**src/rtl/thermal_pkg.sv**
```systemverilog
package thermal_pkg;
    localparam int TEMP_W        = 16;
    localparam int KELVIN_OFFSET = 273;

    typedef logic signed [TEMP_W-1:0] celsius_t;
    typedef logic        [TEMP_W-1:0] kelvin_t;

    typedef enum logic {
        TH_COOL = 1'b0,
        TH_HOT  = 1'b1
    } throttle_state_e;

    typedef enum logic {
        LG_EMPTY = 1'b0,
        LG_TRACK = 1'b1
    } log_state_e;
endpackage

```
**src/rtl/tg_timebase.sv**
```systemverilog
module tg_timebase #(
    parameter int unsigned MINUTE_CYCLES = 60_000_000
) (
    input  logic clk,
    input  logic rst_n,
    output logic tick
);
    localparam int CW = (MINUTE_CYCLES > 1) ? $clog2(MINUTE_CYCLES) : 1;
    localparam logic [CW-1:0] LAST = CW'(MINUTE_CYCLES - 1);

    logic [CW-1:0] cnt_q;

    always_ff @(posedge clk or negedge rst_n) begin
        if (!rst_n) begin
            cnt_q <= '0;
        end else if (cnt_q == LAST) begin
            cnt_q <= '0;
        end else begin
            cnt_q <= cnt_q + 1'b1;
        end
    end

    assign tick = (cnt_q == LAST);

    // the prescaler never runs past its last count
    assert_cnt_bound_R5: assert property (@(posedge clk) disable iff (!rst_n)
        cnt_q <= LAST);

    generate
        if (MINUTE_CYCLES > 1) begin : g_spacing
            // two minute pulses are never adjacent
            assert_tick_spacing_R5: assert property (@(posedge clk) disable iff (!rst_n)
                tick |=> !tick);
        end
    endgenerate
endmodule

```
**src/rtl/tg_throttle_fsm.sv**
```systemverilog
module tg_throttle_fsm
    import thermal_pkg::*;
#(
    parameter int TRIP_C    = 75,
    parameter int RELEASE_C = 73
) (
    input  logic     clk,
    input  logic     rst_n,
    input  logic     valid,
    input  celsius_t celsius,
    output logic     active
);
    localparam celsius_t TRIP_S    = celsius_t'(TRIP_C);
    localparam celsius_t RELEASE_S = celsius_t'(RELEASE_C);

    throttle_state_e state_q, state_d;

    // state register
    always_ff @(posedge clk or negedge rst_n) begin
        if (!rst_n) begin
            state_q <= TH_COOL;
        end else begin
            state_q <= state_d;
        end
    end

    // next state: ENGAGE and RELEASE
    always_comb begin
        state_d = state_q;
        unique case (state_q)
            TH_COOL: if (valid && (celsius > TRIP_S))     state_d = TH_HOT;
            TH_HOT:  if (valid && (celsius <= RELEASE_S)) state_d = TH_COOL;
            default: state_d = TH_COOL;
        endcase
    end

    // outputs
    always_comb begin
        unique case (state_q)
            TH_HOT:  active = 1'b1;
            default: active = 1'b0;
        endcase
    end

    assert_engage_R2: assert property (@(posedge clk) disable iff (!rst_n)
        (valid && (celsius > TRIP_S)) |=> active);

    assert_release_R3: assert property (@(posedge clk) disable iff (!rst_n)
        (valid && (celsius <= RELEASE_S)) |=> !active);

    assert_hold_R4: assert property (@(posedge clk) disable iff (!rst_n)
        !valid |=> $stable(active));
endmodule

```
**src/rtl/tg_temp_log.sv**
```systemverilog
module tg_temp_log
    import thermal_pkg::*;
(
    input  logic     clk,
    input  logic     rst_n,
    input  logic     valid,
    input  celsius_t celsius,
    output logic     have_sample,
    output celsius_t cur_c,
    output kelvin_t  cur_k,
    output kelvin_t  max_k,
    output kelvin_t  min_k
);
    log_state_e state_q, state_d;
    kelvin_t    new_k;

    assign new_k = kelvin_t'(celsius + celsius_t'(KELVIN_OFFSET));

    // next state: FIRST
    always_comb begin
        state_d = state_q;
        unique case (state_q)
            LG_EMPTY: if (valid) state_d = LG_TRACK;
            LG_TRACK: state_d = LG_TRACK;
            default:  state_d = LG_EMPTY;
        endcase
    end

    // state and log registers
    always_ff @(posedge clk or negedge rst_n) begin
        if (!rst_n) begin
            state_q <= LG_EMPTY;
            cur_c   <= '0;
            cur_k   <= '0;
            max_k   <= '0;
            min_k   <= '0;
        end else begin
            state_q <= state_d;
            if (valid) begin
                cur_c <= celsius;
                cur_k <= new_k;
                unique case (state_q)
                    LG_EMPTY: begin
                        max_k <= new_k;
                        min_k <= new_k;
                    end
                    LG_TRACK: begin
                        if (new_k > max_k) max_k <= new_k;
                        if (new_k < min_k) min_k <= new_k;
                    end
                    default: ;
                endcase
            end
        end
    end

    // outputs
    always_comb begin
        unique case (state_q)
            LG_TRACK: have_sample = 1'b1;
            default:  have_sample = 1'b0;
        endcase
    end

    assert_order_R9: assert property (@(posedge clk) disable iff (!rst_n)
        have_sample |-> (min_k <= max_k));

    assert_max_mono_R9: assert property (@(posedge clk) disable iff (!rst_n)
        (have_sample && $past(have_sample)) |-> (max_k >= $past(max_k)));

    assert_min_mono_R9: assert property (@(posedge clk) disable iff (!rst_n)
        (have_sample && $past(have_sample)) |-> (min_k <= $past(min_k)));

    assert_ignore_R4: assert property (@(posedge clk) disable iff (!rst_n)
        !valid |=> $stable(cur_k));
endmodule

```
**src/rtl/thermal_guard.sv**
```systemverilog
module thermal_guard
    import thermal_pkg::*;
#(
    parameter int unsigned MINUTE_CYCLES = 60_000_000,
    parameter int          MINUTE_W      = 32,
    parameter int          TRIP_C        = 75,
    parameter int          RELEASE_C     = 73
) (
    input  logic                       clk,
    input  logic                       rst_n,
    input  logic                       samp_valid,
    input  logic signed [TEMP_W-1:0]   samp_celsius,
    input  logic signed [TEMP_W-1:0]   crit_limit_c,
    input  logic                       rd_hi,
    output logic                       throttle_on,
    output logic                       crit_warn,
    output logic [MINUTE_W-1:0]        throttle_minutes,
    output logic [TEMP_W-1:0]          temp_cur_k,
    output logic [TEMP_W-1:0]          temp_max_k,
    output logic [TEMP_W-1:0]          temp_min_k,
    output logic [7:0]                 rd_byte
);
    localparam logic [MINUTE_W-1:0] MIN_FULL = '1;

    logic     minute_tick;
    logic     have_sample;
    celsius_t last_c;

    tg_timebase #(
        .MINUTE_CYCLES(MINUTE_CYCLES)
    ) u_timebase (
        .clk  (clk),
        .rst_n(rst_n),
        .tick (minute_tick)
    );

    tg_throttle_fsm #(
        .TRIP_C   (TRIP_C),
        .RELEASE_C(RELEASE_C)
    ) u_throttle (
        .clk    (clk),
        .rst_n  (rst_n),
        .valid  (samp_valid),
        .celsius(samp_celsius),
        .active (throttle_on)
    );

    tg_temp_log u_log (
        .clk        (clk),
        .rst_n      (rst_n),
        .valid      (samp_valid),
        .celsius    (samp_celsius),
        .have_sample(have_sample),
        .cur_c      (last_c),
        .cur_k      (temp_cur_k),
        .max_k      (temp_max_k),
        .min_k      (temp_min_k)
    );

    // saturating throttle-minute accumulator
    always_ff @(posedge clk or negedge rst_n) begin
        if (!rst_n) begin
            throttle_minutes <= '0;
        end else if (minute_tick && throttle_on && (throttle_minutes != MIN_FULL)) begin
            throttle_minutes <= throttle_minutes + 1'b1;
        end
    end

    assign crit_warn = have_sample && (last_c > crit_limit_c);
    assign rd_byte   = rd_hi ? last_c[15:8] : last_c[7:0];

    assert_minutes_idle_R5: assert property (@(posedge clk) disable iff (!rst_n)
        !throttle_on |=> $stable(throttle_minutes));

    assert_minutes_step_R5: assert property (@(posedge clk) disable iff (!rst_n)
        (throttle_minutes != $past(throttle_minutes)) |->
            (throttle_minutes == $past(throttle_minutes) + 1'b1));

    assert_no_overflow_R6: assert property (@(posedge clk) disable iff (!rst_n)
        (throttle_minutes == MIN_FULL) |=> (throttle_minutes == MIN_FULL));

    assert_crit_needs_log_R10: assert property (@(posedge clk) disable iff (!rst_n)
        crit_warn |-> have_sample);
endmodule

```
**config.mk**
```make
export PLATFORM = sky130hd
export DESIGN_NAME = thermal_guard
export DESIGN_NICKNAME = d
export VERILOG_FILES = /design/src/rtl/thermal_pkg.sv /design/src/rtl/tg_timebase.sv /design/src/rtl/tg_throttle_fsm.sv /design/src/rtl/tg_temp_log.sv /design/src/rtl/thermal_guard.sv
export SDC_FILE = /design/constraint.sdc
export NUM_CORES = 1
export LEC_CHECK = 0
export CAP_MARGIN = 5
export CORE_MARGIN = 4
export CORE_UTILIZATION = 35
export DETAILED_ROUTE_END_ITERATION = 10
export PLACE_DENSITY_LB_ADDON = 0.12
export SLEW_MARGIN = 20
export SYNTH_ARGS = -nofsm -noshare
export SYNTH_HDL_FRONTEND = slang
export SYNTH_SLANG_ARGS = --single-unit
```
**constraint.sdc**
```tcl
create_clock -name clk -period 2.8 [get_ports clk]
set_clock_uncertainty 0.1 [all_clocks]
set_input_delay 0.28 -clock clk [delete_from_list [all_inputs] [get_ports clk]]
set_output_delay 0.28 -clock clk [all_outputs]
set_load 0.05 [all_outputs]
```
Word level (Yosys, flattened, before mapping)
Cells that the tools add are included.
{"block": "word_totals", "in_bits": 36, "wordCells": 42, "out_inout_bits": 90, "latch_bits": 0, "reg_bits": 124, "rom_bits": 0, "mem_count": 0, "ram_bits": 0}
{"block": "op_classes", "muxes": 13, "n_bitwise": 2, "eq_ne": 4, "add_sub_neg": 3, "n_mul": 0, "n_lt_le_gt_ge": 5, "shifts": 0, "reduce_logical": 7, "n_div": 0}
{"op": "one-hot mux 16 bit (2 select lines)", "count": 2}
{"op": "adder 32 x 1 -> 32 bit, second input constant", "count": 1}
{"op": "greater-than comparator 16 bit", "count": 2}
{"op": "two-way mux 16 bit", "count": 2}
{"op": "inequality test 32 bit, second input constant", "count": 1}
{"op": "adder 26 x 1 -> 26 bit, second input constant", "count": 1}
{"op": "== test 26 bit, second input constant", "count": 1}
{"op": "two-way mux 26 bit", "count": 1}
{"op": "adder 16 x 10 -> 16 bit, second input constant", "count": 1}
{"op": "greater-than comparator 16 x 8 -> 1 bit, second input constant", "count": 1}
{"op": "less-or-equal comparator 16 x 8 -> 1 bit, second input constant", "count": 1}
{"op": "< comparator 16 bit", "count": 1}
{"op": "two-way mux 8 bit", "count": 1}
{"op": "logical AND 1 bit", "count": 5}
{"op": "two-way mux 1 bit", "count": 5}
{"op": "inequality test 2 bit, second input constant", "count": 2}
{"op": "one-hot mux 1 bit (2 select lines)", "count": 2}
{"op": "AND reduction 2 bit", "count": 2}
{"op": "NOT 1 bit", "count": 2}

Depth between registers and ports, before layout
Gate-level depths: netlist (run 1).
{"block": "depth", "ltp_word": 4, "ltp_mapped": 15, "depth_no_buf": 13}

By module
Synthesis (run 1) repeated with hierarchy kept, for this count alone.
{"block": "hier_totals", "hier_cells": 648, "hier_area_um2": 7060.5}
{"module": "tg_temp_log", "area_per_inst_um2": 3458.3, "instances": 1, "cells_per_inst": 283, "seq_area_each_um2": 1626.6}
{"module": "thermal_guard", "area_per_inst_um2": 2030.7, "instances": 1, "cells_per_inst": 207, "seq_area_each_um2": 800.8}
{"module": "tg_timebase", "area_per_inst_um2": 1392.6, "instances": 1, "cells_per_inst": 137, "seq_area_each_um2": 650.6}
{"module": "tg_throttle_fsm", "area_per_inst_um2": 178.9, "instances": 1, "cells_per_inst": 21, "seq_area_each_um2": 25.0}

Worst setup path after synthesis (run 1)
Ideal clock, no wire load.
{"block": "synth_timing", "kind": "in2reg", "start": "input port samp_celsius[0]", "end": "register u_log.max_k[10]", "required_ns": 2.575, "t_arrival_ns": 3.324, "path_buffers": 2, "path_slack_ns": -0.749, "setup_time_ns": 0.125, "path_stages": 15, "path_cell_list": "ha_1 nand3_1 a21oi_1 nor2_1 nor3b_1 xor2_1 ha_1 and4_1 nand2_1 nor3_1 a21boi_0 o311a_1 clkbuf_1 buf_1 mux2_2"}
{"block": "synth_between", "elab_chain_len": 4, "word_cells_on_any_way": 6}
{"element": "start: declaration", "line": "thermal_guard.sv:12", "rtl": "input logic signed [TEMP_W-1:0] samp_celsius,"}
{"element": "adder 16 x 10 -> 16 bit", "line": "tg_temp_log.sv:17", "rtl": "assign new_k = kelvin_t'(celsius + celsius_t'(KELVIN_OFFSET));"}
{"element": "net u_log.new_k[12]", "line": "tg_temp_log.sv:15", "rtl": "kelvin_t new_k;"}
{"element": "greater-than comparator 16 bit", "line": "tg_temp_log.sv:48", "rtl": "if (new_k > max_k) max_k <= new_k;"}
{"element": "inequality test 2 bit (no source line)"}
{"element": "AND reduction 2 bit (no source line)"}
{"element": "end signal: assignment", "line": "tg_temp_log.sv:44", "rtl": "max_k <= new_k;"}
{"element": "end signal: assignment", "line": "tg_temp_log.sv:48"}
{"element": "end: declaration", "line": "tg_temp_log.sv:11", "rtl": "output kelvin_t max_k,"}
The timed path passes the listed nets, and every way through them passes these cells. The select of a mux whose other input is x is not followed.
A chain may end at the register's enable or synchronous reset.

Worst setup path after layout (run 1)
{"block": "layout_timing", "start": "input port samp_celsius[2]", "end": "register u_log.max_k[7]"}
{"block": "layout_between", "elab_chain_len": 4, "word_cells_on_any_way": 6}
{"element": "adder 16 x 10 -> 16 bit *", "line": "tg_temp_log.sv:17"}
{"element": "net u_log.new_k[7]", "line": "tg_temp_log.sv:15"}
{"element": "greater-than comparator 16 bit", "line": "tg_temp_log.sv:48"}
{"element": "inequality test 2 bit (no source line)"}
{"element": "AND reduction 2 bit (no source line)"}
Mark *: on every way through the listed nets, which the timed path passes. The rest lies on a longest branch. The select of a mux whose other input is x is not followed.

==> impl_metrics.env, run 1 <==
export IMPL_outcome="finished clean"
export IMPL_cts_buffers=17
export IMPL_cts_tree="yes"
export IMPL_grt_pass1_vias=5834
export IMPL_remaining_drc_errors=0
export IMPL_antenna_found_initial=0
export IMPL_clk_insertion_delay_late_ns=0.42
export IMPL_ys_seq_elements=124
export IMPL_worst_pin_slew_ns=0.7821
export IMPL_crit_family="compound AO/OA/AOI/OAI gates"
export IMPL_path_common_cell="buf_4"
export IMPL_dieHeight_microns=147.4
export IMPL_setup_slack_ns=0.1068
export IMPL_maxCapViolations=0
export IMPL_clkTransAtPathRegs_ns=0.06
export IMPL_die_x_microns=147.4
export IMPL_placed_area_sq_mm=0.008890
export IMPL_synth_async_reset_ratio_pct=100.0
export IMPL_finalHoldViolations=0
export IMPL_num_rows=50
export IMPL_port_buffers=125
export IMPL_syn_nets=730
export IMPL_detail_route_iter0_violations=166
export IMPL_slew_headroom_pct=47.86
export IMPL_hpwl_microns=13740
export IMPL_clock_sinks=124
export IMPL_regToRegSetupSlack_ns=0.22
export IMPL_stdcell_area_sq_mm=0.009681
export IMPL_initial_core_util_pct=36.02
export IMPL_fp_coreArea_sq_mm=0.01889
export IMPL_ys_top_cells_by_count="dfrtp_1, mux2_2, inv_1"
export IMPL_critPathLaunchType="primary input"
export IMPL_wl_microns=17830
export IMPL_area_growth_pct=42.25
export IMPL_utilization_pct=51.24
export IMPL_yosysMostFrequentCell="dfrtp_1"
export IMPL_fin_crit_ns=2.693
export IMPL_grt_usage_pct=17.03
export IMPL_crit_path_end_kind="register"
export IMPL_place_ws_ns=-0.8926
export IMPL_vdd_drop_max_v=0.0004401
export IMPL_syn_area_sq_mm=0.006805
export IMPL_htreeDepth=4
export IMPL_cp_required_ns=3.00
export IMPL_leakage_nw=4.410
export IMPL_synth_edf_count=0
export IMPL_synthCells=642
export IMPL_crit_arrival_ns=2.90
export IMPL_clk_path_buf_depth=2
export IMPL_path_class="primary input to register"
export IMPL_setup_violations_final=0
export IMPL_synth_top_area_share_pct=45.60
export IMPL_ioPinCount=126
export IMPL_fillers=1721
export IMPL_synthTopCellsByArea="dfrtp_1, mux2_2, ha_1, xnor2_1, xor2_1"
export IMPL_nets=930
export IMPL_vias=5432
export IMPL_yosysSeqAreaShare_pct=45.60
export IMPL_syn_avg_cell_area_sq_um=10.60
export IMPL_slowest_stage="o311a_1"
export IMPL_crit_chain="clkbuf_2 > a41oi_2 > buf_4 > buf_4 > nor2_1 > xor2_1 > ha_1 > a21boi_0 > o21bai_1 > a31oi_1 > o311a_1 > buf_6 > mux2_4"
export IMPL_die_area_sq_mm=0.02174
export IMPL_synth_flop_cell="dfrtp_1"
export IMPL_via_per_inst=4.872
export IMPL_power_density_mw_per_mm2=830.4
export IMPL_place_congestion=0.8736
export IMPL_wl_per_cell_microns=15.99
export IMPL_drive_above_1_share_pct=24.56
export IMPL_antenna_cells=0
export IMPL_slew_viol_final=0
export IMPL_cts_root_buffer="clkbuf_16"
export IMPL_cp_max_fo=8
export IMPL_synth_distinct_cells=52
export IMPL_yosys_warnings=0
export IMPL_fmax_mhz=371.3
export IMPL_grt_max_degree=58
export IMPL_hp_class="primary input to register"
export IMPL_drtAntennaViolNets=0
export IMPL_first_pass_iters=4
export IMPL_min_period_over_period_pct=96.18
export IMPL_yosysTopAreaCell="dfrtp_1"
export IMPL_grt_pass1_wl_microns=29740
export IMPL_grt_overflow=0
export IMPL_slowest_delay_ns=0.40
export IMPL_path_buf_inv=4
tightest hold or removal path, cell delays in order:
cell     delay, ns
buf_4         0.13
nand2_1       0.05
o21ai_0       0.07
path summary, 6_finish.rpt:
kind                                              endpoint                           from  depth (start not counted)
setup / recovery                u_log.max_k[7]$_DFFE_PN0P_                samp_celsius[2]                         13
hold / removal                  u_log.cur_c[0]$_DFFE_PN0P_                samp_celsius[0]                          3
setup reg to reg           throttle_minutes[7]$_DFFE_PN0P_  u_timebase.cnt_q[8]$_DFF_PN0_                          6
hold reg to reg              u_timebase.cnt_q[4]$_DFF_PN0_  u_timebase.cnt_q[4]$_DFF_PN0_                          1
max in group asynchronous      u_log.cur_c[14]$_DFFE_PN0P_                          rst_n                          3
min in group asynchronous      u_log.min_k[14]$_DFFE_PN0P_                          rst_n                          2
final cells by class:
class | instances | area, sq um | area share (%)
tap | 260 | 325.3 | 3.360
clock inverter | 13 | 212.7 | 2.197
timing repair buffer | 194 | 1783 | 18.42
multi-input combinational | 445 | 3578 | 36.97
clock buffer | 19 | 452.9 | 4.679
inverter | 60 | 225.2 | 2.326
sequential | 124 | 3103 | 32.05
report_power, final:
| group | leakage [nW] | internal [W] | switching, W | total [W] |
|---|---|---|---|---|
| sequential | 1.57 | 0.00209 | 0.000295 | 0.00239 |
| clock | 0.327 | 0.00163 | 0.000832 | 0.00246 |
| combinational | 2.52 | 0.00132 | 0.00187 | 0.00319 |
placed cells by master (no fill, tap or decap), types with 4 or more instances in the layout:
cell type and count:
a21oi_1 16, nor3_1 14, and3_1 7, clkdlybuf4s50_1 107
ha_1 51, clkinv_4 5, and4_1 5, nor4_1 5
mux2_4 8, clkbuf_16 17, nor2b_1 5, nand4_1 22
o21a_1 4, nor2_1 40, nand3_1 28, inv_1 60
xor2_1 26, mux2_2 61, dfrtp_1 124, bufinv_16 5
nand2_1 41, buf_4 69, clkdlybuf4s15_1 6, o21ai_0 19
xnor2_1 37
sequential cells by signal (all words and copies together) (netlist names):
name                count
u_log.state_q           1
u_log.max_k            16
u_log.cur_k            16
u_timebase.cnt_q       26
u_log.min_k            16
u_throttle.state_q      1
throttle_minutes       32
u_log.cur_c            16
layer usage:
layer	track usage, %	share of wire (%)	vias up
met1	21.34	45	2671
met2	29.40	50	106
met5	0	0	-
met3	3.709	3.3	22
li1	-	-	2633
met4	5.499	1.4	0
logic make-up after synthesis:
| family | count (synthesis) | synth area share [%] |
|---|---|---|
| AO/OA/AOI/OAI | 59 | 5.222 |
| XOR/XNOR | 67 | 8.733 |
| adder cells (fa/ha/maj) | 52 | 9.561 |
| buffers and inverters | 73 | 4.192 |
| flip-flops | 124 | 45.60 |
| multiplexers | 69 | 11.42 |
| AND/OR/NAND/NOR | 198 | 15.28 |
stage by stage:
stage / instances / power, W / hold WS [ns] / setup TNS [ns]
2_1_floorplan: 642 / 0.004336 / -0.1156 / -0.8010
5_1_grt: 1115 / 0.008441 / 0.04738 / -0.03724
3_5_place_dp: 1076 / 0.005531 / 0.3018 / -26.14
3_3_place_gp: 1076 / 0.005483 / 0.2938 / -24.14
6_report: 1115 / 0.008039 / 0.05299 / 0
4_1_cts: 1113 / 0.008068 / 0.07401 / 0
repair_timing:
| action | 4_1_cts | 5_1_grt |
|---|---|---|
| hold buffers | 1 | 0 |
| endpoints found under the setup margin | 32 | 32 |
| endpoints found under the hold margin | 55 | 0 |
| buffers inserted | 4 | 2 |
| cloned | 0 | 0 |
| resized for setup | 32 | 30 |
| pin swaps | 14 | 18 |
(Power assumes the default switching activity.)
==> inputs of run 2 (changes only) <==
Settings changed: CTS_BUF_LIST from default to sky130_fd_sc_hd__clkbuf_8, SKIP_LAST_GASP from default to 1, SLEW_MARGIN 20 to default.
==> run 2 against run 1 <==
Net effect:
- design area decreased by 2.4%
- global-route usage decreased by 0.065 points
- register-to-register slack about the same
- critical path type unchanged
- critical endpoint is now u_log.max_k[6]$_DFFE_PN0P_
- largest cell class unchanged
- largest power group unchanged
==> impl_metrics.env, run 2 (synthesized netlist as in run 1, its figures left out) <==
export IMPL_fmax_mhz=370.7
export IMPL_top_register="throttle_minutes"
export IMPL_wl_per_cell_microns=15.90
export IMPL_ioPinCount=126
export IMPL_met1_length_microns=7895
export IMPL_area_growth_pct=38.89
export IMPL_reg2regPathDepth=7
export IMPL_crit_path_end_kind="register"
export IMPL_fin_tns_setup_ns=0
export IMPL_antenna_found_initial=0
export IMPL_drtAntennaViolNets=0
export IMPL_grt_pass1_wl_microns=29610
export IMPL_slew_headroom_pct=47.79
export IMPL_slew_viol_final=0
export IMPL_detail_route_iter0_violations=181
export IMPL_worst_pin_slew_ns=0.7831
export IMPL_netSwitchingFraction_pct=39.23
export IMPL_port_buffers=125
export IMPL_clk_insertion_delay_late_ns=0.45
export IMPL_place_congestion=0.8736
export IMPL_min_from="samp_celsius[0]"
export IMPL_min_path_cells=3
export IMPL_fillers=1759
export IMPL_remaining_drc_errors=0
export IMPL_grt_overflow=0
export IMPL_fin_crit_ns=2.698
export IMPL_maxCapViolations=0
export IMPL_cts_buffers=17
export IMPL_hpwl_microns=13740
export IMPL_grt_max_degree=58
export IMPL_clockPowerShare_pct=25.3
export IMPL_p_seq_share_pct=32.2
export IMPL_grt_pass1_vias=5804
export IMPL_initial_core_util_pct=36.02
export IMPL_place_ws_ns=-0.8926
export IMPL_clk_path_buf_depth=2
export IMPL_utilization_pct=50.03
export IMPL_clkTransAtPathRegs_ns=0.07
export IMPL_power_density_mw_per_mm2=781.3
export IMPL_p_switching_w=0.002897
export IMPL_antenna_cells=0
export IMPL_p_int_w=0.004488
export IMPL_cp_max_fo=8
export IMPL_vdd_drop_max_v=0.0004205
export IMPL_cts_root_buffer="clkbuf_8"
export IMPL_final_cell_mix="dfrtp_1, clkdlybuf4s50_1, mux2_2"
export IMPL_regToRegSetupSlack_ns=0.22
export IMPL_first_pass_iters=4
export IMPL_nets=929
export IMPL_regArea_sq_mm=0.003103
export IMPL_vias=5417
export IMPL_dieHeight_microns=147.4
export IMPL_worstReg2RegStart="u_timebase.cnt_q[8]$_DFF_PN0_"
export IMPL_critPathLaunchType="primary input"
export IMPL_min_period_over_period_pct=96.35
export IMPL_hp_class="primary input to register"
export IMPL_leakage_nw=4.297
export IMPL_outcome="finished clean"
export IMPL_clock_sinks=124
export IMPL_path_class="primary input to register"
export IMPL_multi_input_area_sq_mm=0.003553
export IMPL_die_area_sq_mm=0.02174
export IMPL_crit_arrival_ns=2.93
export IMPL_worstReg2RegEnd="throttle_minutes[29]$_DFFE_PN0P_"
export IMPL_pwr_share_comb_pct=42.5
export IMPL_num_rows=50
export IMPL_setup_violations_final=0
export IMPL_fp_coreArea_sq_mm=0.01889
export IMPL_cp_required_ns=3.03
export IMPL_whs_endpoint="u_log.cur_c[0]$_DFFE_PN0P_"
export IMPL_top_layer="met4"
export IMPL_cts_tree="yes"
export IMPL_grt_usage_pct=16.97
export IMPL_htreeDepth=4
export IMPL_setup_slack_ns=0.1021
export IMPL_wl_met3_microns=579
export IMPL_drive_above_1_share_pct=24.47
export IMPL_reg_top3="throttle_minutes (32), u_timebase.cnt_q (26)"
export IMPL_mostFrequentLayoutCell="dfrtp_1"
export IMPL_finalHoldViolations=0
export IMPL_die_x_microns=147.4
export IMPL_largest_reg_flops=32
export IMPL_met2_length_microns=8964
export IMPL_wl_microns=17720
export IMPL_via_per_inst=4.863
==> run 2: worst max path at each step <==
stage / startpoint / endpoint / slack [ns]
after floorplan: samp_celsius[0] / u_log.max_k[10]$_DFFE_PN0P_ / -0.08
after global placement: samp_celsius[0] / u_log.max_k[3]$_DFFE_PN0P_ / -0.78
after detailed placement: samp_celsius[2] / u_log.max_k[7]$_DFFE_PN0P_ / -0.89
after CTS: samp_celsius[2] / u_log.min_k[5]$_DFFE_PN0P_ / 0.008
after global routing: samp_celsius[12] / u_log.max_k[0]$_DFFE_PN0P_ / -0.01
final: samp_celsius[11] / u_log.max_k[6]$_DFFE_PN0P_ / 0.10
==> run 2: layout make-up <==
| type | instances | area share, % |
|---|---|---|
| clock buffers | 19 | 2.767 |
| clock inverters | 13 | 2.250 |
| inverters | 60 | 2.383 |
| multi-input cells | 445 | 37.60 |
| flip-flops and latches | 124 | 32.83 |
| well taps | 260 | 3.442 |
| repair buffers | 193 | 18.73 |
==> run 2: metal layers <==
metal,vias to the layer above,global-route usage (%)
li1,2624,-
met1,2668,21.32
met2,102,29.19
met3,23,3.433
met4,0,5.918
met5,-,0
==> run 2: critical path, cell delays in order <==
cell           delay, ns
dlygate4sd2_1       0.22
nand4_1             0.13
or2_4               0.27
nor3b_2             0.18
xor2_1              0.11
ha_1                0.31
and4_1              0.22
nand2_2             0.08
nor3_2              0.20
a21boi_2            0.19
o311a_1             0.21
buf_6               0.17
mux2_2              0.34
==> run 2: power groups by stage <==
stage	combinational, W	clock, W	sequential, W
finish	0.00314	0.00187	0.00238
global placement	0.00308	0	0.00241
global route	0.00337	0.00200	0.00242
CTS	0.00315	0.00192	0.00239
floorplan	0.00107	0	0.00326
detailed placement	0.00311	0	0.00242
==> run 2: timing repair <==
action	in CTS	in global routing
endpoints found under the setup margin	32	32
gates resized for setup	25	18
pin swaps	14	14
setup buffers	4	1
endpoints found under the hold margin	55	0
hold buffers	1	0
==> run 2: metrics by stage <==
stage	instances	power [W]	area, sq um	hold slack (ns)
after detailed placement	1076	0.005531	8890	0.3018
final	1114	0.007385	9452	0.05473
after global placement	1076	0.005483	8890	0.2938
after CTS	1113	0.007460	9420	0.1373
after global routing	1114	0.007797	9452	0.02788
after floorplan	642	0.004336	6899	-0.1156
==> inputs of run 3 (changes only) <==
Settings changed: SLEW_MARGIN from default to 0.
==> results of run 3 <==
No change in the layout: final DEF, timing and power equal those of run 2.
